$ cat src/rtl/i2c_pkg.sv
package i2c_pkg;
  localparam logic [3:0] DEV_TYPE = 4'b1010;

  typedef enum logic [3:0] {
    ST_IDLE,
    ST_DEV,
    ST_DEV_ACK,
    ST_WADDR,
    ST_WADDR_ACK,
    ST_WDATA,
    ST_WDATA_ACK,
    ST_RDATA,
    ST_RACK,
    ST_HOLD
  } tgt_state_t;
endpackage

$ cat src/rtl/i2c_line_filter.sv
module i2c_line_filter #(
  parameter int   FILT_LEN = 3,
  parameter logic RST_VAL  = 1'b1
) (
  input  logic clk,
  input  logic rst_n,
  input  logic din,
  output logic dout
);
  logic s1, s2;
  logic [FILT_LEN-1:0] hist;

  // two-flop synchronizer, then the output follows only a unanimous history
  always_ff @(posedge clk or negedge rst_n) begin
    if (!rst_n) begin
      s1   <= RST_VAL;
      s2   <= RST_VAL;
      hist <= {FILT_LEN{RST_VAL}};
      dout <= RST_VAL;
    end else begin
      s1   <= din;
      s2   <= s1;
      hist <= {hist[FILT_LEN-2:0], s2};
      if (&hist)       dout <= 1'b1;
      else if (~|hist) dout <= 1'b0;
    end
  end
endmodule

$ cat src/rtl/i2c_cond_detect.sv
module i2c_cond_detect (
  input  logic clk,
  input  logic rst_n,
  input  logic scl,
  input  logic sda,
  output logic scl_rise,
  output logic scl_fall,
  output logic start_det,
  output logic stop_det
);
  logic scl_q, sda_q;

  always_ff @(posedge clk or negedge rst_n) begin
    if (!rst_n) begin
      scl_q <= 1'b1;
      sda_q <= 1'b1;
    end else begin
      scl_q <= scl;
      sda_q <= sda;
    end
  end

  assign scl_rise  = scl & ~scl_q;
  assign scl_fall  = ~scl & scl_q;
  assign start_det = scl & scl_q & sda_q & ~sda;
  assign stop_det  = scl & scl_q & ~sda_q & sda;
endmodule

$ cat src/rtl/i2c_addr_ctr.sv
module i2c_addr_ctr #(
  parameter int ADDR_W = 11,
  parameter int PAGE_W = 4
) (
  input  logic              clk,
  input  logic              rst_n,
  input  logic              ld_blk,
  input  logic [2:0]        blk,
  input  logic              ld_lo,
  input  logic [7:0]        lo,
  input  logic              inc_page,
  input  logic              inc_full,
  output logic [ADDR_W-1:0] addr
);
  logic [ADDR_W-1:0] ptr, with_blk, with_lo, page_nxt;

  generate
    if (ADDR_W > 8) begin : g_wide
      assign with_blk = {blk[ADDR_W-9:0], ptr[7:0]};
      assign with_lo  = {ptr[ADDR_W-1:8], lo};
    end else begin : g_narrow
      assign with_blk = ptr;
      assign with_lo  = lo;
    end
  endgenerate

  assign page_nxt = {ptr[ADDR_W-1:PAGE_W], ptr[PAGE_W-1:0] + PAGE_W'(1)};

  always_ff @(posedge clk or negedge rst_n) begin
    if (!rst_n)        ptr <= '0;
    else if (ld_blk)   ptr <= with_blk;
    else if (ld_lo)    ptr <= with_lo;
    else if (inc_page) ptr <= page_nxt;
    else if (inc_full) ptr <= ptr + ADDR_W'(1);
  end

  assign addr = ptr;


  full_step_chk: assert property (@(posedge clk) disable iff (!rst_n)
    (inc_full && !ld_blk && !ld_lo && !inc_page) |=> addr == $past(addr) + ADDR_W'(1));


  page_keep_chk: assert property (@(posedge clk) disable iff (!rst_n)
    (inc_page && !ld_blk && !ld_lo) |=> addr[ADDR_W-1:PAGE_W] == $past(addr[ADDR_W-1:PAGE_W]));
endmodule

$ cat src/rtl/i2c_mem_target.sv
module i2c_mem_target
  import i2c_pkg::*;
#(
  parameter int MEM_BYTES  = 2048,
  parameter int PAGE_BYTES = 16,
  parameter int FILT_LEN   = 3,
  localparam int ADDR_W    = $clog2(MEM_BYTES),
  localparam int PAGE_W    = $clog2(PAGE_BYTES),
  localparam int BLK_W     = ADDR_W - 8
) (
  input  logic              clk,
  input  logic              rst_n,
  input  logic              scl_i,
  input  logic              sda_i,
  output logic              sda_oe,
  input  logic [2:0]        dev_pins,
  input  logic              busy_i,
  output logic              rd_en,
  output logic [ADDR_W-1:0] rd_addr,
  input  logic [7:0]        rd_data,
  output logic              wr_valid,
  input  logic              wr_ready,
  output logic [ADDR_W-1:0] wr_addr,
  output logic [7:0]        wr_data,
  output logic              wr_commit
);
  logic scl_f, sda_f;
  logic scl_rise, scl_fall, start_det, stop_det;

  i2c_line_filter #(.FILT_LEN(FILT_LEN), .RST_VAL(1'b1)) u_scl_filt (
    .clk(clk), .rst_n(rst_n), .din(scl_i), .dout(scl_f));
  i2c_line_filter #(.FILT_LEN(FILT_LEN), .RST_VAL(1'b1)) u_sda_filt (
    .clk(clk), .rst_n(rst_n), .din(sda_i), .dout(sda_f));

  i2c_cond_detect u_cond (
    .clk(clk), .rst_n(rst_n), .scl(scl_f), .sda(sda_f),
    .scl_rise(scl_rise), .scl_fall(scl_fall),
    .start_det(start_det), .stop_det(stop_det));

  tgt_state_t state;
  logic [3:0] cnt;
  logic [7:0] sh;
  logic rw, mack, oe;
  logic rd_en_q, rd_pend;
  logic wr_valid_q, wrote, commit_q;
  logic [ADDR_W-1:0] wr_addr_q, ptr;
  logic [7:0] wr_data_q;

  logic byte_done, addr_hit, wr_free;
  logic ld_blk, ld_lo, inc_page, inc_full;
  logic [2:0] pin_ok;

  // bits of the address field that are not array address must match the straps
  always_comb begin
    for (int i = 0; i < 3; i++)
      pin_ok[i] = (i < BLK_W) || (sh[i+1] == dev_pins[i]);
  end

  assign byte_done = scl_fall && (cnt == 4'd8);
  assign addr_hit  = (sh[7:4] == DEV_TYPE) && (&pin_ok) && !busy_i;
  assign wr_free   = !wr_valid_q || wr_ready;

  assign ld_blk   = (state == ST_DEV) && byte_done && addr_hit;
  assign ld_lo    = (state == ST_WADDR) && byte_done;
  assign inc_page = (state == ST_WDATA) && byte_done && wr_free;
  assign inc_full = rd_pend;

  i2c_addr_ctr #(.ADDR_W(ADDR_W), .PAGE_W(PAGE_W)) u_ptr (
    .clk(clk), .rst_n(rst_n),
    .ld_blk(ld_blk), .blk(sh[3:1]),
    .ld_lo(ld_lo), .lo(sh),
    .inc_page(inc_page), .inc_full(inc_full),
    .addr(ptr));

  always_ff @(posedge clk or negedge rst_n) begin
    if (!rst_n) begin
      state      <= ST_IDLE;
      cnt        <= '0;
      sh         <= '0;
      rw         <= 1'b0;
      mack       <= 1'b0;
      oe         <= 1'b0;
      rd_en_q    <= 1'b0;
      rd_pend    <= 1'b0;
      wr_valid_q <= 1'b0;
      wr_addr_q  <= '0;
      wr_data_q  <= '0;
      wrote      <= 1'b0;
      commit_q   <= 1'b0;
    end else begin
      rd_en_q  <= 1'b0;
      commit_q <= 1'b0;
      rd_pend  <= rd_en_q;
      if (wr_valid_q && wr_ready) wr_valid_q <= 1'b0;
      if (rd_pend) sh <= rd_data;

      if (start_det) begin
        state <= ST_DEV;
        cnt   <= '0;
        oe    <= 1'b0;
      end else if (stop_det) begin
        state <= ST_IDLE;
        cnt   <= '0;
        oe    <= 1'b0;
        if (wrote) begin
          commit_q <= 1'b1;
          wrote    <= 1'b0;
        end
      end else begin
        unique case (state)
          ST_DEV, ST_WADDR, ST_WDATA: begin
            if (scl_rise && cnt != 4'd8) begin
              sh  <= {sh[6:0], sda_f};
              cnt <= cnt + 4'd1;
            end
            if (byte_done) begin
              cnt <= '0;
              if (state == ST_DEV) begin
                if (addr_hit) begin
                  oe      <= 1'b1;
                  rw      <= sh[0];
                  rd_en_q <= sh[0];
                  state   <= ST_DEV_ACK;
                end else begin
                  state <= ST_HOLD;
                end
              end else if (state == ST_WADDR) begin
                oe    <= 1'b1;
                state <= ST_WADDR_ACK;
              end else if (wr_free) begin
                oe         <= 1'b1;
                wr_valid_q <= 1'b1;
                wr_addr_q  <= ptr;
                wr_data_q  <= sh;
                wrote      <= 1'b1;
                state      <= ST_WDATA_ACK;
              end else begin
                state <= ST_HOLD;
              end
            end
          end
          ST_DEV_ACK: if (scl_fall) begin
            cnt <= '0;
            if (rw) begin
              oe    <= ~sh[7];
              state <= ST_RDATA;
            end else begin
              oe    <= 1'b0;
              state <= ST_WADDR;
            end
          end
          ST_WADDR_ACK, ST_WDATA_ACK: if (scl_fall) begin
            oe    <= 1'b0;
            state <= ST_WDATA;
          end
          ST_RDATA: if (scl_fall) begin
            if (cnt == 4'd7) begin
              oe    <= 1'b0;
              cnt   <= '0;
              state <= ST_RACK;
            end else begin
              oe  <= ~sh[6];
              sh  <= {sh[6:0], 1'b0};
              cnt <= cnt + 4'd1;
            end
          end
          ST_RACK: begin
            // prefetch at the acknowledge rise so the byte is ready at the fall
            if (scl_rise) begin
              mack    <= ~sda_f;
              rd_en_q <= ~sda_f;
            end
            if (scl_fall) begin
              if (mack) begin
                oe    <= ~sh[7];
                state <= ST_RDATA;
              end else begin
                state <= ST_HOLD;
              end
            end
          end
          default: ;
        endcase
      end
    end
  end

  assign sda_oe    = oe;
  assign rd_en     = rd_en_q;
  assign rd_addr   = ptr;
  assign wr_valid  = wr_valid_q;
  assign wr_addr   = wr_addr_q;
  assign wr_data   = wr_data_q;
  assign wr_commit = commit_q;


  stop_release_chk: assert property (@(posedge clk) disable iff (!rst_n)
    stop_det |=> !sda_oe);


  start_restart_chk: assert property (@(posedge clk) disable iff (!rst_n)
    start_det |=> (!sda_oe && state == ST_DEV && cnt == 4'd0));


  oe_timing_chk: assert property (@(posedge clk) disable iff (!rst_n)
    (sda_oe != $past(sda_oe)) |-> $past(scl_fall || start_det || stop_det));


  busy_nack_chk: assert property (@(posedge clk) disable iff (!rst_n)
    (state == ST_DEV && byte_done && busy_i) |=> !sda_oe);


  wr_hold_chk: assert property (@(posedge clk) disable iff (!rst_n)
    (wr_valid && !wr_ready) |=> (wr_valid && $stable(wr_data) && $stable(wr_addr)));


  rd_pulse_chk: assert property (@(posedge clk) disable iff (!rst_n)
    rd_en |=> !rd_en);


  ack_hold_chk: assert property (@(posedge clk) disable iff (!rst_n)
    (state == ST_DEV_ACK && !scl_fall && !start_det && !stop_det) |=> sda_oe);
endmodule

$ cat config.mk
export PLATFORM = sky130hd
export DESIGN_NAME = i2c_mem_target
export DESIGN_NICKNAME = d
export VERILOG_FILES = /design/src/rtl/i2c_pkg.sv /design/src/rtl/i2c_line_filter.sv /design/src/rtl/i2c_cond_detect.sv /design/src/rtl/i2c_addr_ctr.sv /design/src/rtl/i2c_mem_target.sv
export SDC_FILE = /design/constraint.sdc
export NUM_CORES = 1
export LEC_CHECK = 0
export ABC_AREA = 1
export BUFFER_PORTS_ARGS = -buffer_cell sky130_fd_sc_hd__buf_2
export CAP_MARGIN = 20
export CORE_MARGIN = 3
export CORE_UTILIZATION = 55
export CTS_CLUSTER_DIAMETER = 60
export CTS_CLUSTER_SIZE = 10
export DETAILED_ROUTE_END_ITERATION = 6
export PLACE_DENSITY = 0.87
export SYNTH_ARGS = -nofsm -noshare
export SYNTH_HDL_FRONTEND = slang
export SYNTH_SLANG_ARGS = --single-unit
$ cat constraint.sdc
create_clock -name clk -period 2 [get_ports clk]
set_input_delay 0.2 -clock clk [delete_from_list [all_inputs] [get_ports clk]]
set_output_delay 0.2 -clock clk [all_outputs]
set_load 0.02 [all_outputs]
==> impl_metrics.toml <==
[setup_path]
slowest_delay_ns = 0.40
worstSetupStartpoint = "cnt[0]$_DFFE_PN0P_"
r2r_start = "cnt[0]$_DFFE_PN0P_"
crit_fanout = 11
end_kind = "register"
cp_data_required_time_ns = 2.28
crit_family = "simple AND/OR/NAND/NOR gates"
cp_cell_sequence = "inv_1 > ha_1 > nand2_1 > nor2_2 > nand2_4 > nor2_8 > inv_4 > nand2_4 > o21ai_2 > inv_2 > nand2_1 > o21ai_1"
arrival_ns = 2.12
slowest_stage = "dfrtp_1"
crit_type = "reg -> reg"
start_kind = "register"
regToRegEndpoint = "u_ptr.addr[1]$_DFFE_PN0P_"
worst-path-buf-inv = 3
ff2ff_setup_slack_ns = 0.16
reg2reg_depth = 12

[yosys]
syn_avg_cell_area_um2 = 8.07
synth_top_area_share_pct = 36.5
synthesis.nets = 479
ys_warn_count = 0
synth_compound_area_share_pct = 10.3
synth.distinct_cells = 39
synth_fa_ha_area_share_pct = 1.01
synth.area.top_cells = "dfrtp_1 (36%), nand2_1 (13%), dfstp_2 (9.9%)"
synth-simple-area-share_pct = 32.4
ys_ff_latch = 68
synthCells = 459
seq_area_frac_synth_pct = 46.4
synth_mux_area_share_pct = 0.912
synth_xor_area_share_pct = 1.42
syn-cell-area_um2 = 3700
yosysTopAreaCell = "dfrtp_1"
synth_top_family_by_area = "simple AND/OR/NAND/NOR gates"

[floorplan]
pin_count = 51
die_h_um = 88.0
initial_core_util_pct = 57.6
fp.dieW_um = 88.0
core-area_um2 = 6420
dieArea_um2 = 7750
fp-row-count = 29

[job]
cap_violations = 0

[layout]
layout-drive-gt1-share_pct = 24.9
area_growth_pct = 15.0
antenna_cells = 0
most-common-layout-cells = "nand2_1 (124), dfrtp_1 (54), nand3_1 (47), buf_2 (47), o21ai_0 (41)"
layout_commonest_cell = "nand2_1"
finalNetCount = 533

[hold_path]
whs_path_depth = 3
holdPathEnd = "sh[1]$_DFF_PN0_"
hold_path.class = "in -> reg"
worstHoldStart = "rd_data[1]"

[drt]
drt-initial-drc-count = 218
drc_errors = 0
ant_nets = 0
via_per_inst = 5.33
routed_wl_um = 8350
drt_first_pass_iters = 5
wl_per_cell_um = 14.0
vias = 3173

[run_status]
outcome = "finished, final reports clean"

[grt]
grt_pass1_wl_um = 14100
antenna_found_initial = 0
grt_use_total_pct = 23.8
gr-total-overflow = 0
grt_start_max_net_pins = 69
grt_pass1_vias = 3004

[pwr]
p_total_mw = 5.36
p_int_mw = 3.11
sw_frac_of_total_pct = 42.0
peakVddDrop_v = 0.000888
powerDensity_nw_per_um2 = 1260
switchingPower_mw = 2.25
pwr-share-comb_pct = 39.8
clock_power_share_pct = 24.0
sequentialPowerShare_pct = 36.1
cellLeakagePower_nw = 2.24

[sta]
rsz0062_at_grt = "no"
clock_skew_ns = 0.0115
worst_slew_pin_slew_ns = 0.406
hold-worst-slack_ns = 0.148
min_period_over_period_pct = 92.0
slew_violations = 0
period_minus_slack_ns = 1.84
setup-violations-final = 0
finalHoldViolCount = 0
tns_ns = 0
slew_headroom_pct = 72.7
fmax_ghz = 0.543
finalWorstSetupSlack_ns = 0.159

[clocking]
clock_sinks = 68
cts_tree = "yes"
cts-buffers-inserted = 9
cts_htree_levels = 3
clock_path_buffers = 2
clkLatencyLatePin_ns = 0.36
clk_pin_slew_ns = 0.08
cts_root_buf = "clkbuf_8"

[place]
place.gp.congestion = 0.964
pre_cts_ws_ns = 0.0812
dp_hpwl_um = 6080
io_buffers = 47
[per-stage QoR]
step | std cells | cell area (um^2) | util [%]
2_1_floorplan | 459 | 3700 | -
3_3_place_gp | 576 | 4000 | 62.2
3_5_place_dp | 576 | 4000 | 62.2
4_1_cts | 595 | 4250 | 66.2
5_1_grt | 595 | 4260 | 66.3
6_report | 595 | 4260 | 66.3
[synth_stat cells (all sizes together)]
cell	n
nand2	137
o21ai	55
dfrtp	54
nor2	52
nand3	50
inv	49
dfstp	14
buf	8
a21oi	7
xor2	6
nor3	4
o22ai	4
clkbuf	3
ha	3
mux2	3
clkinv	2
nand3b	2
nand4	2
and2	1
o211ai	1
o21a	1
or2	1
[registers in the layout (all words and copies together), names as in the netlist, 3 cells and up]
register         cells
cnt                  4
u_scl_filt.hist      3
state                4
u_sda_filt.hist      3
u_ptr.addr          11
wr_data              8
sh                   8
wr_addr             11
[layer usage]
| layer | track usage [%] | share of wire, % | vias to the layer above |
|---|---|---|---|
| li1 | - | - | 1579 |
| met1 | 32.3 | 45 | 1465 |
| met2 | 37.2 | 47 | 111 |
| met3 | 6.40 | 6.2 | 18 |
| met4 | 7.97 | 2.0 | 0 |
| met5 | 0 | 0 | - |
[worst register-to-register path, stage by stage, from the launching register on]
cell and delay (ns):
dfrtp_1 0.40, inv_1 0.11, ha_1 0.18, nand2_1 0.07, nor2_2 0.13, nand2_4 0.13
nor2_8 0.16, inv_4 0.09, nand2_4 0.09, o21ai_2 0.06, inv_2 0.14, nand2_1 0.10
o21ai_1 0.10
[kinds of logic after synthesis]
logic type,Yosys count
and+or+nand+nor,249
buffers and inverters,62
adders and majority gates,3
AOI/OAI and AO/OA,68
muxes,3
xor gates and xnor gates,6
DFF,68
[power by group through the flow]
stage | Sequential (mW) | Combinational, mW | Clock, mW
floorplan | 1.92 | 1.65 | 0
global placement | 1.94 | 2.03 | 0
detailed placement | 1.96 | 2.10 | 0
CTS | 1.93 | 2.12 | 1.30
global route | 1.98 | 2.42 | 1.37
finish | 1.94 | 2.14 | 1.29
[what timing repair did]
| action | CTS | global route |
|---|---|---|
| setup endpoints to repair | 0 | 23 |
| setup buffers | 0 | 0 |
| gates resized for setup | 0 | 2 |
| hold buffers | 3 | 0 |
| hold endpoints to repair | 56 | 0 |
[cell type report]
type / instances / area, um^2
fill: 537 / 2160
sequential: 68 / 1720
multi-input combinational: 329 / 1710
timing repair buffer: 54 / 308
inverter: 51 / 199
clock buffer: 10 / 138
tap: 77 / 96.3
clock inverter: 6 / 86.3
[worst max path at each step]
stage | endpoint | slack (ns) | depth (start not counted)
after detailed placement | u_ptr.addr[10]$_DFFE_PN0P_ | 0.08 | 11
after floorplan | u_ptr.addr[3]$_DFFE_PN0P_ | 0.41 | 12
after global routing | u_ptr.addr[0]$_DFFE_PN0P_ | 0.02 | 10
after global placement | u_ptr.addr[10]$_DFFE_PN0P_ | 0.15 | 11
final | u_ptr.addr[1]$_DFFE_PN0P_ | 0.16 | 12
after CTS | u_ptr.addr[10]$_DFFE_PN0P_ | 0.06 | 11
Power figures use the tool's default switching activity.
